### src/rtl/pwr_seq_pkg.sv
package pwr_seq_pkg;

  typedef enum logic [1:0] {
    MS_IDLE    = 2'd0,
    MS_RAMP_DN = 2'd1,
    MS_MUTED   = 2'd2,
    MS_RESTORE = 2'd3
  } mute_state_e;

endpackage

### src/rtl/pwr_sync2.sv
module pwr_sync2 #(
  parameter int STAGES = 2
) (
  input  logic clk,
  input  logic rst,
  input  logic async_in,
  output logic sync_out
);

  logic [STAGES-1:0] chain_q;

  always_ff @(posedge clk) begin
    if (rst) chain_q <= '0;
    else     chain_q <= {chain_q[STAGES-2:0], async_in};
  end

  assign sync_out = chain_q[STAGES-1];

endmodule

### src/rtl/pwr_ref_settle.sv
module pwr_ref_settle #(
  parameter int REF_SETTLE_CYCLES = 983040
) (
  input  logic clk,
  input  logic rst,
  input  logic ref_req,
  output logic ref_en,
  output logic ref_ready
);

  localparam int CW = $clog2(REF_SETTLE_CYCLES + 1);
  localparam logic [CW-1:0] LAST = CW'(REF_SETTLE_CYCLES - 1);

  logic [CW-1:0] cnt_q;
  logic          en_q;
  logic          rdy_q;

  always_ff @(posedge clk) begin
    if (rst || !ref_req) begin
      en_q  <= 1'b0;
      rdy_q <= 1'b0;
      cnt_q <= '0;
    end else begin
      en_q <= 1'b1;
      if (!en_q) begin
        cnt_q <= '0;
      end else if (!rdy_q) begin
        if (cnt_q == LAST) rdy_q <= 1'b1;
        cnt_q <= cnt_q + 1'b1;
      end
    end
  end

  assign ref_en    = en_q;
  assign ref_ready = rdy_q;

  // ready drops together with the reference enable
  p_ready_drops_r4: assert property (@(posedge clk) disable iff (rst)
    !ref_req |=> (!ref_ready && !ref_en));

  // ready only rises while references have been on
  p_ready_after_en_r4: assert property (@(posedge clk) disable iff (rst)
    $rose(ref_ready) |-> (ref_en && $past(ref_en)));

endmodule

### src/rtl/pwr_mute_seq.sv
module pwr_mute_seq
  import pwr_seq_pkg::*;
#(
  parameter int UNMUTE_HOLD = 2
) (
  input  logic clk,
  input  logic rst,
  input  logic mute_sync,
  input  logic soft_ramp_en,
  input  logic ramp_done,
  output logic mute_req,
  output logic mute_pd
);

  localparam int HW = $clog2(UNMUTE_HOLD + 1);
  localparam logic [HW-1:0] HOLD_LAST = HW'(UNMUTE_HOLD - 1);

  mute_state_e   st_q, st_d;
  logic [HW-1:0] hold_q, hold_d;
  logic          req_q, pd_q;

  always_comb begin
    st_d   = st_q;
    hold_d = hold_q;
    unique case (st_q)
      MS_IDLE: begin
        if (mute_sync) st_d = soft_ramp_en ? MS_RAMP_DN : MS_MUTED;
      end
      MS_RAMP_DN: begin
        if (!mute_sync)     st_d = MS_IDLE;
        else if (ramp_done) st_d = MS_MUTED;
      end
      MS_MUTED: begin
        if (!mute_sync) begin
          st_d   = MS_RESTORE;
          hold_d = '0;
        end
      end
      MS_RESTORE: begin
        if (hold_q == HOLD_LAST) st_d = MS_IDLE;
        else                     hold_d = hold_q + 1'b1;
      end
      default: st_d = MS_IDLE;
    endcase
  end

  always_ff @(posedge clk) begin
    if (rst) begin
      st_q   <= MS_IDLE;
      hold_q <= '0;
      req_q  <= 1'b0;
      pd_q   <= 1'b0;
    end else begin
      st_q   <= st_d;
      hold_q <= hold_d;
      req_q  <= (st_d != MS_IDLE);
      pd_q   <= (st_d == MS_MUTED);
    end
  end

  assign mute_req = req_q;
  assign mute_pd  = pd_q;

  // power-down never stands without an active mute request
  p_pd_with_req_r8: assert property (@(posedge clk) disable iff (rst)
    mute_pd |-> mute_req);

  // with ramping, no power-down while waiting for the ramp
  p_wait_ramp_r8: assert property (@(posedge clk) disable iff (rst)
    (req_q && !pd_q && st_q == MS_RAMP_DN && !ramp_done) |=> !mute_pd);

  // without ramping, power-down comes with the request
  p_no_soft_r9: assert property (@(posedge clk) disable iff (rst)
    ($rose(mute_req) && !$past(soft_ramp_en)) |-> mute_pd);

  // request drops only after the power-down was already lifted
  p_unmute_order_r10: assert property (@(posedge clk) disable iff (rst)
    $fell(mute_req) |-> (!mute_pd && !$past(mute_pd)));

endmodule

### src/rtl/pwr_gate_bank.sv
module pwr_gate_bank #(
  parameter int WIDTH = 4
) (
  input  logic             clk,
  input  logic             rst,
  input  logic             allow,
  input  logic             mute_pd,
  input  logic [WIDTH-1:0] pdn,
  input  logic [WIDTH-1:0] mute_mask,
  output logic [WIDTH-1:0] en
);

  for (genvar g = 0; g < WIDTH; g++) begin : g_cell
    logic en_q;
    always_ff @(posedge clk) begin
      if (rst) en_q <= 1'b0;
      else     en_q <= allow && !pdn[g] && !(mute_pd && mute_mask[g]);
    end
    assign en[g] = en_q;

    // a cell outside the mute mask ignores the mute power-down
    p_unmasked_r11: assert property (@(posedge clk) disable iff (rst)
      (allow && !pdn[g] && !mute_mask[g]) |=> en[g]);
  end

endmodule

### src/rtl/pwr_seq_ctrl.sv
module pwr_seq_ctrl #(
  parameter int NUM_ADC           = 4,
  parameter int NUM_BIAS          = 3,
  parameter int REF_SETTLE_CYCLES = 983040,
  parameter int UNMUTE_HOLD       = 2,
  parameter int SYNC_STAGES       = 2
) (
  input  logic                clk,
  input  logic                rst,
  input  logic                mute_pin,
  input  logic                pdn_deep,
  input  logic                pdn_shallow,
  input  logic [NUM_ADC-1:0]  adc_pdn,
  input  logic [NUM_BIAS-1:0] bias_pdn,
  input  logic [NUM_ADC-1:0]  mute_adc_mask,
  input  logic [NUM_BIAS-1:0] mute_bias_mask,
  input  logic                soft_ramp_en,
  input  logic                ramp_done,
  output logic                ref_en,
  output logic                ref_ready,
  output logic [NUM_ADC-1:0]  adc_en,
  output logic [NUM_BIAS-1:0] bias_en,
  output logic                mute_req
);

  logic mute_sync;
  logic mute_pd;
  logic blocks_allowed;

  pwr_sync2 #(.STAGES(SYNC_STAGES)) u_sync (
    .clk      (clk),
    .rst      (rst),
    .async_in (mute_pin),
    .sync_out (mute_sync)
  );

  pwr_ref_settle #(.REF_SETTLE_CYCLES(REF_SETTLE_CYCLES)) u_ref (
    .clk       (clk),
    .rst       (rst),
    .ref_req   (!pdn_deep),
    .ref_en    (ref_en),
    .ref_ready (ref_ready)
  );

  pwr_mute_seq #(.UNMUTE_HOLD(UNMUTE_HOLD)) u_mute (
    .clk          (clk),
    .rst          (rst),
    .mute_sync    (mute_sync),
    .soft_ramp_en (soft_ramp_en),
    .ramp_done    (ramp_done),
    .mute_req     (mute_req),
    .mute_pd      (mute_pd)
  );

  assign blocks_allowed = !pdn_deep && !pdn_shallow && ref_ready;

  pwr_gate_bank #(.WIDTH(NUM_ADC)) u_adc_bank (
    .clk       (clk),
    .rst       (rst),
    .allow     (blocks_allowed),
    .mute_pd   (mute_pd),
    .pdn       (adc_pdn),
    .mute_mask (mute_adc_mask),
    .en        (adc_en)
  );

  pwr_gate_bank #(.WIDTH(NUM_BIAS)) u_bias_bank (
    .clk       (clk),
    .rst       (rst),
    .allow     (blocks_allowed),
    .mute_pd   (mute_pd),
    .pdn       (bias_pdn),
    .mute_mask (mute_bias_mask),
    .en        (bias_en)
  );

  // reset clears every output
  p_reset_clear_r1: assert property (@(posedge clk)
    rst |=> (!ref_en && !ref_ready && adc_en == '0 && bias_en == '0 && !mute_req));

  // deep level turns references and all blocks off
  p_deep_off_r2: assert property (@(posedge clk) disable iff (rst)
    pdn_deep |=> (!ref_en && !ref_ready && adc_en == '0 && bias_en == '0));

  // shallow level keeps references, blocks off
  p_shallow_off_r3: assert property (@(posedge clk) disable iff (rst)
    (pdn_shallow && !pdn_deep) |=> (ref_en && adc_en == '0 && bias_en == '0));

  // no channel enable without settled references one cycle earlier
  p_adc_needs_ready_r5: assert property (@(posedge clk) disable iff (rst)
    (adc_en != '0) |-> $past(ref_ready));

endmodule

### config.mk
export PLATFORM = sky130hd
export DESIGN_NAME = pwr_seq_ctrl
export DESIGN_NICKNAME = d
export VERILOG_FILES = /design/src/rtl/pwr_seq_pkg.sv /design/src/rtl/pwr_sync2.sv /design/src/rtl/pwr_ref_settle.sv /design/src/rtl/pwr_mute_seq.sv /design/src/rtl/pwr_gate_bank.sv /design/src/rtl/pwr_seq_ctrl.sv
export SDC_FILE = /design/constraint.sdc
export NUM_CORES = 1
export LEC_CHECK = 0
export CAP_MARGIN = 20
export CORE_MARGIN = 4
export CORE_UTILIZATION = 45
export CTS_BUF_LIST = sky130_fd_sc_hd__clkbuf_4 sky130_fd_sc_hd__clkbuf_8 sky130_fd_sc_hd__clkbuf_16
export DETAILED_ROUTE_END_ITERATION = 12
export DONT_BUFFER_PORTS = 1
export GPL_ROUTABILITY_DRIVEN = 0
export PLACE_DENSITY = 0.65
export SLEW_MARGIN = 20
export SYNTH_ARGS = -nofsm -noshare
export SYNTH_HDL_FRONTEND = slang
export SYNTH_SLANG_ARGS = --single-unit
### constraint.sdc
create_clock -name clk -period 1.8 [get_ports clk]
set_input_delay 0.18 -clock clk [delete_from_list [all_inputs] [get_ports clk]]
set_output_delay 0.18 -clock clk [all_outputs]
set_load 0.01 [all_outputs]
Word-level counts from Yosys, hierarchy flattened

Cells that the tools add are included.
Widths: inputs -> output; s select.

Flip-flop bits (word level): 37
Output and inout port bits: 10

Add/sub/neg operators: 2
Equal/unequal tests: 8
Mux-type cells: 13
Bitwise gates (word level): 1
Reduce and logical (&&, ||, !) cells: 45

Operators with widths:

| kind                  | count |
|---|---|
| $logic_and 1x1->1     | 23 |
| $add 20x1->20 const B | 1 |
| $eq 20x20->1 const B  | 1 |
| $logic_not 1->1       | 16 |
| $mux 2                | 8 |
| $pmux 2 s4            | 1 |
| $eq 2x2->1 const B    | 3 |
| $eq 2x1->1 const B    | 2 |
| $ne 2x2->1 const B    | 2 |
| $pmux 2 s2            | 1 |
| $reduce_bool 2->1     | 2 |
| $mux 1                | 3 |
| $reduce_and 3->1      | 1 |
| $add 2x1->2 const B   | 1 |
| $logic_not 2->1       | 1 |
| $reduce_or 2->1       | 1 |
| $logic_or 1x1->1      | 1 |
| $not 1->1             | 1 |

Depth between registers and ports, before layout

Word-level depth: 5
Mapped depth: 6
Gate-level depth less buffers: 6

Modules after synthesis

From an unflattened synthesis, not the netlist that was laid out.

Cell total of the unflattened synthesis: 174
Area, all modules: 1665.3 sq um

By module, submodules not included:

| module                       | instances | cells an instance | area each (sq um) | seq. area each (sq um) |
|---|---|---|---|---|
| pwr_ref_settle               | 1         | 113               | 1046.0            | 440.4 |
| pwr_mute_seq                 | 1         | 32                | 277.8             | 120.1 |
| pwr_gate_bank at u_adc_bank  | 1         | 13                | 153.9             | 80.1 |
| pwr_gate_bank at u_bias_bank | 1         | 10                | 118.9             | 60.1 |
| pwr_sync2                    | 1         | 4                 | 52.6              | 40.0 |
| pwr_seq_ctrl                 | 1         | 2                 | 16.3              | 0.0 |

Worst setup path after synthesis

Ideal clock, no wire load.

Kind: reg-to-reg
From: register u_ref.rdy_q (netlist: u_ref.ref_ready)
To: register u_ref.cnt_q[19]
Arrival: 1.815 ns
Slack: -0.086 ns
Cell stages (with the launch flop): 7
Buffers on the path: 2
Clock period less this slack: 1.886 ns
Cells stage by stage: dfxtp_1 -> buf_2 -> nand4b_1 -> or4_1 -> buf_2 -> or4_1 -> a21oi_1

RTL lines:

| what                     | RTL line             | text |
|---|---|---|
| start: declaration       | pwr_ref_settle.sv:16 | `logic rdy_q;` |
| start signal: assignment | pwr_ref_settle.sv:21 | `rdy_q <= 1'b0;` |
| start signal: assignment | pwr_ref_settle.sv:28 | `if (cnt_q == LAST) rdy_q <= 1'b1;` |
| end signal: assignment   | pwr_ref_settle.sv:29 | `cnt_q <= cnt_q + 1'b1;` |
| end: declaration         | pwr_ref_settle.sv:14 | `logic [CW-1:0] cnt_q;` |

Worst setup path after layout

From: register u_ref.cnt_q[11]
To: register u_ref.cnt_q[19]

Longest elaborated chain between the ends: 1

RTL lines:

| what          | RTL line |
|---|---|
| $add 20x1->20 | pwr_ref_settle.sv:29 |

Every way passes these cells.
A chain may end at the register's enable or synchronous reset.

==> load_flow_metrics.sql <==
INSERT INTO impl_metrics (metric_group, metric, value, unit) VALUES
('status', 'status', 'completed', ''),
('cts', 'tritoncts_num_sinks', '37', ''),
('timing', 'timing.final.ws_setup', '0.0139', 'ns'),
('final_layout', 'final_nets', '225', ''),
('min_path', 'min_delay_path_depth', '2', ''),
('die', 'coreArea', '3340', 'µm²'),
('pwr', 'power_report.internal_total', '1190', 'µW'),
('worst_setup_path', 'crit_path_max_fanout', '7', ''),
('synthesis', 'synth.area.mux_share', '1.29', '%'),
('synthesis', 'synth_fp_nets', '193', ''),
('cts', 'cts_buffer_depth', '2', ''),
('synthesis', 'synthesis.area_per_instance', '9.13', 'µm²'),
('global_routing', 'maximum_number_of_pins_on_one_net_before_global_route_repair', '21', ''),
('worst_setup_path', 'worstReg2RegStart', 'u_ref.cnt_q[11]$_SDFFE_PP0N_', ''),
('synthesis', 'post_synthesis_share_of_cell_area_spent_on_xor_and_xnor_gates', '6.77', '%'),
('detailed_routing', 'drc', '0', ''),
('job', 'cap_viol_max_count', '0', ''),
('detailed_routing', 'detail-route-antenna-nets', '0', ''),
('detailed_routing', 'dr_total_vias', '1343', ''),
('pwr', 'p_clk_share', '40.4', '%'),
('timing', 'setup_repair_after_global_routing_missed_its_margin', 'yes', ''),
('min_path', 'hold_sp', 'ramp_done', ''),
('synthesis', 'post_synth_instance_area', '1550', 'µm²'),
('synthesis', 'synth-edff-count', '0', ''),
('worst_setup_path', 'rrSetupSlack', '0.01', 'ns'),
('synthesis', 'ys.flop_type', 'dfxtp_1', ''),
('timing', 'fin_crit', '1.79', 'ns'),
('cts', 'numCtsBuffers', '5', ''),
('synthesis', 'synthesis.yosys.warnings', '0', ''),
('die', 'placementRows', '21', ''),
('cts', 'cts_root_buffer', 'clkbuf_4', ''),
('detailed_routing', 'detail_route.wirelength', '3590', 'µm'),
('timing', 'finalSetupViolCount', '0', ''),
('final_layout', 'syn2layout_area_growth', '29.8', '%'),
('global_routing', 'antenna_found_initial', '0', ''),
('pwr', 'switchingPower', '312', 'µW'),
('synthesis', 'synth_compound_area_share', '12.9', '%'),
('detailed_routing', 'vias_per_cell', '5.39', ''),
('global_routing', 'total_global_route_track_usage', '16.5', '%'),
('placed_design', 'placement.setup.worst_slack', '-0.0272', 'ns'),
('placed_design', 'detailedPlacementHpwl', '2350', 'µm'),
('final_layout', 'filler_cell_count', '282', ''),
('synthesis', 'synth_top_family_by_area', 'simple AND/OR/NAND/NOR gates', ''),
('global_routing', 'first_global_vias', '1300', ''),
('worst_setup_path', 'worst-endpoint-arrival', '2.05', 'ns'),
('placed_design', 'numPortBuffers', '0', ''),
('die', 'initial_utilization', '46.5', '%'),
('synthesis', 'synth.ff_latch_count', '37', ''),
('cts', 'cts.htree.levels', '2', ''),
('final_layout', 'drive_above_1_share', '23.2', '%'),
('timing', 'holdWs', '0.0746', 'ns'),
('timing', 'hold_viol', '0', ''),
('pwr', 'finalPower', '1510', 'µW'),
('worst_setup_path', 'criticalPathCategory', 'reg -> reg', ''),
('cts', 'clkTransAtPathRegs', '0.11', 'ns'),
('worst_setup_path', 'r2r_end', 'u_ref.cnt_q[19]$_SDFFE_PP0N_', ''),
('detailed_routing', 'drtPass1Iterations', '4', ''),
('timing', 'worst_pin_slew', '0.710', 'ns'),
('timing', 'post-route-period-util', '99.2', '%'),
('global_routing', 'grt_pass1_wl', '5440', 'µm'),
('pwr', 'combPwrFrac', '3.8', '%'),
('timing', 'clock.fmax', '0.560', 'GHz'),
('cts', 'clkLatencyLatePin', '0.34', 'ns'),
('min_path', 'hold_end', 'u_mute.st_q[1]$_SDFF_PP0_', ''),
('global_routing', 'grt_overflow_total', '0', ''),
('synthesis', 'yosys.area_share.adder', '1.61', '%'),
('worst_setup_path', 'depth_of_the_worst_register_to_register_path', '4', ''),
('timing', 'finalMaxSlewViolations', '0', ''),
('timing', 'relSlewSlack', '52.5', '%'),
('synthesis', 'asyncSetResetFlopFracSynth', '0', '%'),
('final_layout', 'diodes', '0', '');
cells in the mapped netlist (2+ instances only):
cell | count | area, µm²
dfxtp_1 | 37 | 741
nor2_1 | 19 | 71.3
a21oi_1 | 9 | 45.0
nand2_1 | 8 | 30.0
o21ai_0 | 8 | 40.0
xnor2_1 | 8 | 70.1
a211oi_1 | 7 | 52.6
buf_4 | 7 | 52.6
inv_1 | 7 | 26.3
nand3_1 | 5 | 25.0
nor4_1 | 5 | 31.3
or3_1 | 5 | 31.3
clkbuf_1 | 4 | 15.0
or4_1 | 4 | 30.0
xor2_1 | 4 | 35.0
nand2b_1 | 3 | 18.8
nand4_1 | 3 | 18.8
nor2b_1 | 3 | 18.8
o31ai_1 | 3 | 22.5
a22oi_1 | 2 | 15.0
buf_2 | 2 | 10.0
ha_1 | 2 | 25.0
mux2i_1 | 2 | 20.0
nand3b_1 | 2 | 15.0
nand4b_1 | 2 | 17.5
nor3_1 | 2 | 10.0
cell usage in the layout, fill, tap and decap left out, drive strengths merged:
master,n
or4b,1
clkbuf,6
nor3,2
mux2i,2
o311ai,1
dlygate4sd3,17
nor2,19
nand3b,2
nor4,5
o31ai,3
nand2,8
dfxtp,37
inv,7
nand4,4
a211oi,7
xnor2,8
xor2,4
o21ai,8
buf,21
nand4b,2
a22oi,2
a21oi,9
and2,1
and4b,1
o21bai,1
a311oi,1
or3,5
clkinvlp,1
or4,4
nand2b,3
bufinv,1
nand3,5
nor2b,3
ha,2
power groups by stage:
stage	clock, µW	sequential, µW	combinational, µW
after floorplan	0	856	21.6
after global placement	0	858	22.5
after detailed placement	0	859	24.2
after CTS	619	840	56.4
after global routing	659	842	63.3
final	608	840	57.9
sequential cells by signal (all words and copies together) (netlist names):
register / cells
u_sync.chain_q: 2
u_bias_bank.g_cell.en_q: 3
u_mute.st_q: 2
u_ref.ref_ready: 1
u_ref.cnt_q: 20
u_mute.hold_q: 2
u_ref.ref_en: 1
u_adc_bank.g_cell.en_q: 4
u_mute.mute_req: 1
u_mute.mute_pd: 1
routing by layer:
metal / GRT usage, % / share of wire (%) / up-vias
li1: - / - / 663
met1: 15.6 / 41 / 634
met2: 30.6 / 52 / 37
met3: 6.07 / 5.1 / 9
met4: 8.88 / 2.4 / 0
met5: 0 / 0 / -
stage by stage:
stage                     util, %  cells  cell area, µm²  TNS, ns
after floorplan                 -    170            1570   -0.122
after global routing         60.4    249            2010  -0.0392
after CTS                    57.9    245            1930        0
after detailed placement     49.9    220            1660  -0.0272
final                        60.4    249            2010        0
after global placement       49.9    220            1660        0
how the worst max path moves through the flow:
| stage | start | to | slack, ns | cells past startpoint |
|---|---|---|---|---|
| after floorplan | u_ref.ref_ready$_SDFFE_PN0P_ | u_ref.cnt_q[19]$_SDFFE_PP0N_ | -0.06 | 6 |
| after CTS | u_ref.cnt_q[1]$_SDFFE_PP0N_ | u_ref.cnt_q[18]$_SDFFE_PP0N_ | 0.001 | 5 |
| after detailed placement | u_ref.cnt_q[11]$_SDFFE_PP0N_ | u_ref.cnt_q[19]$_SDFFE_PP0N_ | -0.03 | 4 |
| after global routing | u_ref.cnt_q[9]$_SDFFE_PP0N_ | u_ref.cnt_q[19]$_SDFFE_PP0N_ | -0.03 | 4 |
| final | u_ref.cnt_q[11]$_SDFFE_PP0N_ | u_ref.cnt_q[19]$_SDFFE_PP0N_ | 0.01 | 4 |
| after global placement | u_ref.cnt_q[11]$_SDFFE_PP0N_ | u_ref.cnt_q[19]$_SDFFE_PP0N_ | 0.03 | 4 |
cell type report:
class / count / area, µm² / share of cell area, %
Multi-Input combinational cell: 113 / 759 / 37.7
Sequential cell: 37 / 751 / 37.3
Timing Repair Buffer: 38 / 332 / 16.5
Tap cell: 46 / 57.6 / 2.86
Clock buffer: 6 / 51.3 / 2.55
Clock inverter: 2 / 37.5 / 1.86
Inverter: 7 / 26.3 / 1.30
logic make-up (layout without fill, tap and decap cells):
| family | count (synthesis) | count (layout) |
|---|---|---|
| buffers and inverters | 20 | 53 |
| multiplexers | 2 | 2 |
| AND/OR/NAND/NOR | 65 | 65 |
| AO/OA/AOI/OAI | 32 | 32 |
| XOR/XNOR | 12 | 12 |
| flip-flops | 37 | 37 |
| adder cells (fa/ha/maj) | 2 | 2 |
what timing repair did:
action | 4_1_cts | 5_1_grt
endpoints found under the setup margin | 5 | 4
pin swaps | 0 | 7
endpoints found under the hold margin | 16 | 0
setup buffers | 0 | 4
resized for setup | 6 | 12
hold buffers | 17 | 0
critical path, cell delays in order, from the launching register on:
cell and delay, ns:
dfxtp_2 0.38, nand4_4 0.11, or4_4 0.59, or4_4 0.51
a21oi_2 0.13
No activity file was read; power rests on OpenSTA's default activity.
